### src/rtl/btb_pkg.sv
package btb_pkg;

    // two-bit confidence state, value order matters: bit 1 is the direction
    typedef enum logic [1:0] {
        CTR_SNT = 2'd0,
        CTR_WNT = 2'd1,
        CTR_WT  = 2'd2,
        CTR_ST  = 2'd3
    } ctr_e;

    // classification of one resolve-stage report
    typedef enum logic [1:0] {
        UPD_NONE     = 2'd0,
        UPD_TRAIN    = 2'd1,
        UPD_ALLOC    = 2'd2,
        UPD_FALLTHRU = 2'd3
    } upd_kind_e;

    // saturating step of the confidence state machine
    function automatic ctr_e ctr_step(input ctr_e cur, input logic taken);
        ctr_e nxt;
        unique case (cur)
            CTR_SNT: nxt = taken ? CTR_WNT : CTR_SNT;
            CTR_WNT: nxt = taken ? CTR_WT  : CTR_SNT;
            CTR_WT:  nxt = taken ? CTR_ST  : CTR_WNT;
            CTR_ST:  nxt = taken ? CTR_ST  : CTR_WT;
            default: nxt = CTR_WT;
        endcase
        return nxt;
    endfunction

    function automatic logic ctr_leans_taken(input ctr_e cur);
        return cur[1];
    endfunction

endpackage

### src/rtl/btb_store.sv
module btb_store
    import btb_pkg::*;
#(
    parameter int ENTRIES = 16,
    parameter int AW      = 32,
    localparam int IW     = $clog2(ENTRIES)
) (
    input  logic          clk,
    input  logic          rst_n,
    // fetch-side read port
    input  logic [IW-1:0] fa_idx,
    output logic          fa_valid,
    output logic [AW-1:0] fa_tag,
    output logic [AW-1:0] fa_target,
    output ctr_e          fa_ctr,
    // resolve-side read port
    input  logic [IW-1:0] rb_idx,
    output logic          rb_valid,
    output logic [AW-1:0] rb_tag,
    output logic [AW-1:0] rb_target,
    output ctr_e          rb_ctr,
    // single write port
    input  logic          wr_en,
    input  logic [IW-1:0] wr_idx,
    input  logic [AW-1:0] wr_tag,
    input  logic [AW-1:0] wr_target,
    input  ctr_e          wr_ctr
);

    logic [ENTRIES-1:0] valid_q;
    logic [AW-1:0]      tag_q    [ENTRIES];
    logic [AW-1:0]      target_q [ENTRIES];
    ctr_e               ctr_q    [ENTRIES];

    // valid bits are the only reset state
    always_ff @(posedge clk or negedge rst_n) begin
        if (!rst_n) begin
            valid_q <= '0;
        end else if (wr_en) begin
            valid_q[wr_idx] <= 1'b1;
        end
    end

    // payload arrays, written without reset
    always_ff @(posedge clk) begin
        if (wr_en) begin
            tag_q[wr_idx]    <= wr_tag;
            target_q[wr_idx] <= wr_target;
            ctr_q[wr_idx]    <= wr_ctr;
        end
    end

    // reads see registered contents: a same-cycle write shows up next cycle
    always_comb begin
        fa_valid  = valid_q[fa_idx];
        fa_tag    = tag_q[fa_idx];
        fa_target = target_q[fa_idx];
        fa_ctr    = ctr_q[fa_idx];
        rb_valid  = valid_q[rb_idx];
        rb_tag    = tag_q[rb_idx];
        rb_target = target_q[rb_idx];
        rb_ctr    = ctr_q[rb_idx];
    end

endmodule

### src/rtl/btb_fetch_sel.sv
module btb_fetch_sel
    import btb_pkg::*;
#(
    parameter int AW = 32
) (
    input  logic [AW-1:0] fetch_pc,
    input  logic          ent_valid,
    input  logic [AW-1:0] ent_tag,
    input  logic [AW-1:0] ent_target,
    input  ctr_e          ent_ctr,
    output logic          take,
    output logic [AW-1:0] next_pc
);

    logic tag_hit;

    always_comb begin
        tag_hit = ent_valid && (ent_tag == fetch_pc);
        take    = tag_hit && ctr_leans_taken(ent_ctr);
        next_pc = take ? ent_target : fetch_pc + AW'(1);
    end

endmodule

### src/rtl/btb_update_ctrl.sv
module btb_update_ctrl
    import btb_pkg::*;
#(
    parameter int AW = 32
) (
    input  logic          upd_valid,
    input  logic [AW-1:0] upd_pc,
    input  logic          upd_taken,
    input  logic          upd_jump,
    input  logic [AW-1:0] upd_target,
    input  logic          ent_valid,
    input  logic [AW-1:0] ent_tag,
    input  logic [AW-1:0] ent_target,
    input  ctr_e          ent_ctr,
    output upd_kind_e     kind,
    output logic          wr_en,
    output logic [AW-1:0] wr_target,
    output ctr_e          wr_ctr,
    output logic          flush,
    output logic [AW-1:0] restart
);

    logic went;       // jump or taken branch
    logic hit;
    logic was_taken;  // what the table predicts for upd_pc right now

    // classification process
    always_comb begin
        went      = upd_taken || upd_jump;
        hit       = ent_valid && (ent_tag == upd_pc);
        was_taken = hit && ctr_leans_taken(ent_ctr);
        if (!upd_valid) begin
            kind = UPD_NONE;
        end else if (went && !was_taken) begin
            kind = UPD_ALLOC;
        end else if (!went && was_taken) begin
            kind = UPD_FALLTHRU;
        end else begin
            kind = UPD_TRAIN;
        end
    end

    // output process per classified state
    always_comb begin
        wr_en     = 1'b0;
        wr_target = went ? upd_target : ent_target;
        wr_ctr    = ent_ctr;
        flush     = 1'b0;
        restart   = upd_pc + AW'(1);
        unique case (kind)
            UPD_NONE: begin
                wr_en = 1'b0;
            end
            UPD_ALLOC: begin
                wr_en   = 1'b1;
                wr_ctr  = CTR_WT;
                flush   = 1'b1;
                restart = upd_target;
            end
            UPD_FALLTHRU: begin
                wr_en  = 1'b1;
                wr_ctr = ctr_step(ent_ctr, 1'b0);
                flush  = 1'b1;
            end
            UPD_TRAIN: begin
                wr_en  = hit;
                wr_ctr = ctr_step(ent_ctr, went);
            end
            default: begin
                wr_en = 1'b0;
            end
        endcase
    end

endmodule

### src/rtl/btb_predictor.sv
module btb_predictor
    import btb_pkg::*;
#(
    parameter int ENTRIES = 16,
    parameter int AW      = 32,
    localparam int IW     = $clog2(ENTRIES)
) (
    input  logic          clk,
    input  logic          rst_n,
    input  logic [AW-1:0] fetch_pc,
    output logic          pred_taken,
    output logic [AW-1:0] pred_next_pc,
    input  logic          upd_valid,
    input  logic [AW-1:0] upd_pc,
    input  logic          upd_taken,
    input  logic          upd_jump,
    input  logic [AW-1:0] upd_target,
    output logic          flush_req,
    output logic [AW-1:0] restart_pc
);

    logic          fa_valid, rb_valid;
    logic [AW-1:0] fa_tag, fa_target, rb_tag, rb_target;
    ctr_e          fa_ctr, rb_ctr;
    upd_kind_e     upd_kind;
    logic          wr_en;
    logic [AW-1:0] wr_target;
    ctr_e          wr_ctr;

    btb_store #(.ENTRIES(ENTRIES), .AW(AW)) u_store (
        .clk       (clk),
        .rst_n     (rst_n),
        .fa_idx    (fetch_pc[IW-1:0]),
        .fa_valid  (fa_valid),
        .fa_tag    (fa_tag),
        .fa_target (fa_target),
        .fa_ctr    (fa_ctr),
        .rb_idx    (upd_pc[IW-1:0]),
        .rb_valid  (rb_valid),
        .rb_tag    (rb_tag),
        .rb_target (rb_target),
        .rb_ctr    (rb_ctr),
        .wr_en     (wr_en),
        .wr_idx    (upd_pc[IW-1:0]),
        .wr_tag    (upd_pc),
        .wr_target (wr_target),
        .wr_ctr    (wr_ctr)
    );

    btb_fetch_sel #(.AW(AW)) u_fetch (
        .fetch_pc   (fetch_pc),
        .ent_valid  (fa_valid),
        .ent_tag    (fa_tag),
        .ent_target (fa_target),
        .ent_ctr    (fa_ctr),
        .take       (pred_taken),
        .next_pc    (pred_next_pc)
    );

    btb_update_ctrl #(.AW(AW)) u_upd (
        .upd_valid  (upd_valid),
        .upd_pc     (upd_pc),
        .upd_taken  (upd_taken),
        .upd_jump   (upd_jump),
        .upd_target (upd_target),
        .ent_valid  (rb_valid),
        .ent_tag    (rb_tag),
        .ent_target (rb_target),
        .ent_ctr    (rb_ctr),
        .kind       (upd_kind),
        .wr_en      (wr_en),
        .wr_target  (wr_target),
        .wr_ctr     (wr_ctr),
        .flush      (flush_req),
        .restart    (restart_pc)
    );

endmodule

### config.mk
export PLATFORM = sky130hd
export DESIGN_NAME = btb_predictor
export DESIGN_NICKNAME = d
export VERILOG_FILES = /design/src/rtl/btb_pkg.sv /design/src/rtl/btb_store.sv /design/src/rtl/btb_fetch_sel.sv /design/src/rtl/btb_update_ctrl.sv /design/src/rtl/btb_predictor.sv
export SDC_FILE = /design/constraint.sdc
export NUM_CORES = 1
export LEC_CHECK = 0
export CORE_MARGIN = 4
export CORE_UTILIZATION = 40
export DETAILED_ROUTE_END_ITERATION = 8
export PLACE_DENSITY_LB_ADDON = 0.25
export SYNTH_ARGS = -nofsm -noshare
export SYNTH_HDL_FRONTEND = slang
export SYNTH_SLANG_ARGS = --single-unit
export TNS_END_PERCENT = 30
### constraint.sdc
create_clock -name clk -period 10.6 [get_ports clk]
set_input_delay 3.18 -clock clk [delete_from_list [all_inputs] [get_ports clk]]
set_output_delay 3.18 -clock clk [all_outputs]
set_load 0.005 [all_outputs]
* Yosys cells after proc, flatten, opt, wreduce, memory -nomap -nowiden *
Memory sizes are Yosys's and may differ from the RTL's.
Cells that the tools add are included.

cells by class
  add/sub/neg operators = 2
  multiply operators = 0
  div/mod/pow operators = 0
  $lt $le $gt $ge = 3
  eq/ne operators = 9
  shift-type cells = 0
  multiplexer cells = 23
  bitwise operators = 1
  reduce and logical (&&, ||, !) cells = 15

operator list
  kind                   number
  $mux 32                3
  $add 32x1->32 const B  2
  $eq 32x32->1           2
  $or 16x16->16          1
  $pmux 2 s3             2
  $lt 4x5->1 const B     2
  $mux 2                 5
  $bmux 1 s4             2
  $eq 2x2->1 const B     4
  $mux 1                 8
  $pmux 2 s4             1
  $logic_and 1x1->1      7
  $demux 1 s4            1
  $eq 2x1->1 const B     2
  $ge 4x1->1 const B     1
  $logic_not 2->1        2
  $reduce_or 2->1        2
  $pmux 1 s3             1
  $logic_not 1->1        2
  $reduce_and 2->1       1
  $logic_or 1x1->1       1
  $ne 1x1->1 const B     1

storage, ports and cells
  bits in registers = 16
  bits in latches = 0
  memory bits (writable) = 1,056
  bits in read-only memories = 0
  input port bits = 101
  output and inout bits = 66
  logic and storage cells = 57
  memories = 3

memory list
  name              words  width  rd ports  clocked after memory_dff  wr ports  RTL line         source
  u_store.tag_q     16     32     2         0                         1         btb_store.sv:31  logic [AW-1:0] tag_q [ENTRIES];
  u_store.target_q  16     32     1         0                         1         btb_store.sv:32  logic [AW-1:0] target_q [ENTRIES];
  u_store.ctr_q     16     2      2         0                         1         btb_store.sv:33  ctr_e ctr_q [ENTRIES];

* Logic depth before layout (Yosys ltp) *
  depth in word-level cells = 14
  gate-level depth with buffers = 19
  gate-level depth less buffers = 14

* By module *
Synthesis repeated with hierarchy kept, for this count alone.

second synthesis, totals
  cells, all modules = 2,681
  area total of the unflattened synthesis = 51,110.3 µm²

by module, submodules not included
  module           times used  cells an instance  area an instance (µm²)  seq. area each (µm²)
  btb_store        1           2,235              47,877.2                32,110.8
  btb_update_ctrl  1           257                1,749.2                 0.0
  btb_fetch_sel    1           189                1,483.9                 0.0

* Worst setup path before layout *
OpenSTA, ideal clock, no wires.

  kind = input-to-output
  from = input upd_pc[0]
  to = output restart_pc[0]
  arrival time = 6.521 ns
  required time = 7.420 ns
  setup slack = 0.899 ns
  stages on the path = 14
  path buffers = 7
  cell sequence = buf_4 buf_4 buf_2 buf_2 buf_2 mux4_2 mux4_2 nand4_1 ha_1 nor2b_1 clkbuf_1 nand2_1 clkbuf_1 a21oi_1

between the ends
  cells in the longest elaborated chain, start to end = 10
  elaborated cells between the ends (all ways) = 16
  those cells by class = 1 x add/sub; 2 x eq/ne; 6 x mux; 5 x reduce/logical; 2 x memory

RTL lines
  item                                                         RTL line                                      source
  start: declaration                                           btb_predictor.sv:14                           input logic [AW-1:0] upd_pc,
  $mem_v2 16x32 / $bmux 1 s4 (equally long branches)           -
  $eq 32x32->1 / $mux 1 (equally long branches)                btb_update_ctrl.sv:30, btb_store.sv:59
  $logic_and 1x1->1                                            btb_update_ctrl.sv:30                         hit = ent_valid && (ent_tag == upd_pc);
  $logic_and 1x1->1                                            btb_update_ctrl.sv:31                         was_taken = hit && ctr_leans_taken(ent_ctr);
  $logic_and 1x1->1 / $logic_not 1->1 (equally long branches)  btb_update_ctrl.sv:36, btb_update_ctrl.sv:34
  $mux 2 / $logic_and 1x1->1 (equally long branches)           btb_update_ctrl.sv:36, btb_update_ctrl.sv:34
  $mux 2                                                       btb_update_ctrl.sv:34                         end else if (went && !was_taken) begin
  $mux 2                                                       btb_update_ctrl.sv:32                         if (!upd_valid) begin
  $eq 2x2->1                                                   btb_update_ctrl.sv:50                         unique case (kind)
  $mux 32 (*)                                                  btb_update_ctrl.sv:50
  end: declaration                                             btb_predictor.sv:19                           output logic [AW-1:0] restart_pc

Every way passes the cells marked *; elsewhere a longest branch is shown, timed or not. The select of a mux whose other input is x is not followed.

* Final worst setup path *
  from = input upd_pc[1]
  to = output restart_pc[19]

The elaborated chain is that of the path after synthesis.

==> run metrics <==
placed insts 4415; die width 355.8 um; grt ovf 0; flop2flop setup slack 4.89 ns; Reg clk slew, reported paths 0.06 ns; simple-gate share of the synthesized area 0.04484; Worst R2R Path Depth 15; Core Area 0.1200 mm^2; Setup-failing EPs final 0; register area share after synthesis 0.6637; # port buffers 166; DRC errors left 0; Final HPWL DP 101700 um; slowest cell on the critical path clkdlybuf4s50_1; worst min-delay path class flip-flop to flip-flop; post-synthesis mux area share 0.2212; row count 127; Avg Cell Area, Syn 18.85 um^2; antenna violations before repair 6; switching power 2.235 mW; Static Leakage 18.53 nW; Non-Filler Instances 4625; multi-input logic area 0.01570 mm^2; global-route wire length before repair 216400 um; Die Y 355.8 um; Critical Path Max Stage Delay 0.56 ns; P_int 7.465 mW; Final ANT Viol Nets 0; Startpoint Class input pin; Pre-Repair DR Iteration Count 7; Synth Flop Type edfxtp_1; Final Hold Viols 0; Yosys reg bits 1072; r2r endpoint u_store.tag_q[3][27]; HP Start u_store.valid_q[13]; Synth Instances 2566; critical path class input pin to output pin; largest net degree at the start of global routing 54; setup TNS 0 ns; Peak VDD IR 0.0001227 V; worst-path maximum fanout 32; Final GP Congestion 0.9606; Pwr per Cell Area 168.1 mW/mm^2; FF-to-FF Start u_store.tag_q[12][16]; Worst path top cell family by delay buffers and inverters; Worst EP arrival 7.35 ns; Synth Area in XOR/XNOR 0.02046; Vias/cell 6.159; CTS tree done; Final min period 10.53 ns; clk root buf clkbuf_16; actual slew at the worst max-slew pin 1.046 ns; H-Tree Depth 3; Netlist cell types 76; vias in the first global route 28550; Worst Path Required 7.42 ns; layout cells sized above 1 0.3042; final worst path period share 0.9938; Max Slew Vio Count 0; fraction of registers with async set/reset 0.01493; Clock Skews 0.02973 ns; Comb power frac 0.101; critical path endpoint category output pin; Syn. warnings 0; clk_lat worst skew 0.71 ns; # IOs 167; Critical path buffers and inverters 5; Area growth, synth to finish 19.24%; flip-flop and latch area 0.03211 mm^2; crit path launch upd_pc[1]; DR WL/cell 33.15 um; Most common cell on crit path buf_12; Compound-Gate Fraction of Synth Area 0.02878; TritonCTS Buffers 110; sw frac 0.2304; Die Area 0.1266 mm^2; hold worst-path end u_store.valid_q[13]; DRT iter0 DRCs 3584; GRT Util Overall 0.2402; number of flops mapped to enable cells by yosys 1056; DRT Wirelength 153300 um; Adder-Cell Fraction of Synth Area 0.001552; largest family of logic cells by synthesized area multiplexers; Initial Util 0.4033; Post-Syn Area 0.04838 mm^2; Clk pwr share 0.407; Max Clock Freq 94.93 MHz; Worst slew margin 0.3023; deepest clock path buffer count 3; fin nets 3027; CP cell instances buf_12 > buf_6 > buf_12 > mux4_2 > mux2i_1 > xnor2_1 > nor3_1 > a31oi_1 > a221oi_2 > nand4_1 > ha_1 > nor2b_2 > nand2_2 > buf_8 > nor2_1 > a21oi_1 > clkdlybuf4s50_1; Reg power frac 0.492; via count 28490; net count after synthesis 2673; fill count 9864; outcome completed; Hold Path Depth 1; maxcap violations 0; clock sinks 1072
registers in the layout, indices dropped and copies added (netlist names):
name,cells
u_store.ctr_q,32
u_store.tag_q,512
u_store.target_q,512
u_store.valid_q,16
power by group through the flow:
stage	Clock (mW)	Combinational, mW	Sequential (mW)
final	3.95	0.977	4.77
after global placement	0	0.945	4.86
after global routing	4.21	1.02	4.78
after CTS	4.02	0.964	4.77
after detailed placement	0	0.955	4.86
after floorplan	0	0.489	4.85
kinds of logic after synthesis:
logic type / count (synthesis)
muxes: 564
DFF: 1072
buffers and inverters: 185
adders and majority gates: 6
xor gates and xnor gates: 113
and+or+nand+nor: 430
AOI/OAI and AO/OA: 196
Yosys cell counts, types with 15 or more instances:
library cell  number  area, um^2
nand4_1           34       212.7
a22oi_1           24       180.2
o22ai_1           16       100.1
nor2_1           112       420.4
nand2_1           81       304.0
a21oi_1           46       230.2
xnor2_1           80       700.7
and3_1            29       181.4
mux2_1            31       349.1
mux4_2           398        8964
dfrtp_1           16       400.4
nor4_1            15       93.84
edfxtp_1        1056       31710
nor3_1            27       135.1
buf_2             49       245.2
nand2b_1          20       125.1
clkbuf_1          55       206.5
o21ai_0           15       75.07
buf_4             18       135.1
buf_1             29       108.9
mux2i_1          104        1041
nand3_1           50       250.2
xor2_1            33       289.0
mux2_2            31       349.1
through the flow:
stage	util	hold WS (ns)	worst slack, ns	cell area (um^2)	power, mW
2_1_floorplan	-	0.4566	0.8990	48380	5.338
3_3_place_gp	0.4477	0.4883	-0.4024	53710	5.802
3_5_place_dp	0.4477	0.4789	-0.3446	53710	5.816
4_1_cts	0.4792	0.5036	0.0003060	57490	9.752
5_1_grt	0.4808	0.5303	-0.01804	57690	10.01
6_report	0.4808	0.5003	0.06570	57690	9.700
cells in the final DEF, fill, tap and decap left out, types with 7 or more instances in the layout:
master / instances
nor2b_1: 11
inv_1: 14
nand3_1: 49
clkbuf_1: 24
buf_4: 196
nand2b_1: 19
nor2_4: 27
clkbuf_16: 112
xnor2_1: 76
clkinv_2: 14
or3_1: 9
nor2_1: 86
o22ai_1: 15
mux2_1: 31
o21bai_1: 13
nor3_1: 24
nor4_1: 13
a221oi_1: 7
nand4_1: 34
mux4_2: 398
a211o_1: 8
clkinv_1: 26
mux2_2: 31
nand2_1: 80
clkdlybuf4s50_1: 158
dfrtp_1: 16
and2_1: 7
a22oi_1: 24
and3_1: 29
bufinv_16: 15
a21oi_1: 42
edfxtp_1: 1056
xor2_1: 32
a2111oi_0: 7
or2_2: 7
mux2i_1: 99
o21ai_0: 15
buf_12: 41
worst max path at each step:
stage	end	depth (start not counted)
after detailed placement	restart_pc[0]	15
after global placement	restart_pc[0]	16
after floorplan	restart_pc[0]	14
after CTS	restart_pc[3]	19
final	restart_pc[19]	17
after global routing	restart_pc[3]	18
layout make-up:
| type | instances | share of cell area |
|---|---|---|
| Tap cell | 1612 | 0.03496 |
| Inverter | 19 | 0.001280 |
| Sequential cell | 1072 | 0.5566 |
| Timing Repair Buffer | 408 | 0.07108 |
| Clock buffer | 135 | 0.04971 |
| Multi-Input combinational cell | 1309 | 0.2722 |
| Antenna cell | 2 | 0.00008676 |
| Clock inverter | 68 | 0.01403 |
metal layers:
metal	track usage	vias up	share of wire
met1	0.3394	15080	0.40
met5	0	-	0.00015
met3	0.04003	321	0.088
met4	0.07833	4	0.038
li1	-	11440	-
met2	0.3832	1638	0.47
worst register-to-register path: stages, from the launching register on:
cell	delay, ns
edfxtp_1	0.41
mux4_2	0.49
mux4_2	0.49
xnor2_1	0.22
a21oi_1	0.17
buf_4	0.15
o211ai_1	0.10
nor3_1	0.20
nand4_1	0.23
ha_1	0.31
buf_4	0.16
or3_1	0.31
a2111o_1	0.40
o21a_1	0.53
nor2_4	0.88
buf_12	0.30
repair_timing:
item                       CTS  global route
hold buffers                 0             0
setup buffers                0             3
pin swaps                    1             1
gates resized for setup     16            33
gates cloned                 1             1
setup endpoints to repair   23            32
No activity file was read; power rests on OpenSTA's default activity.
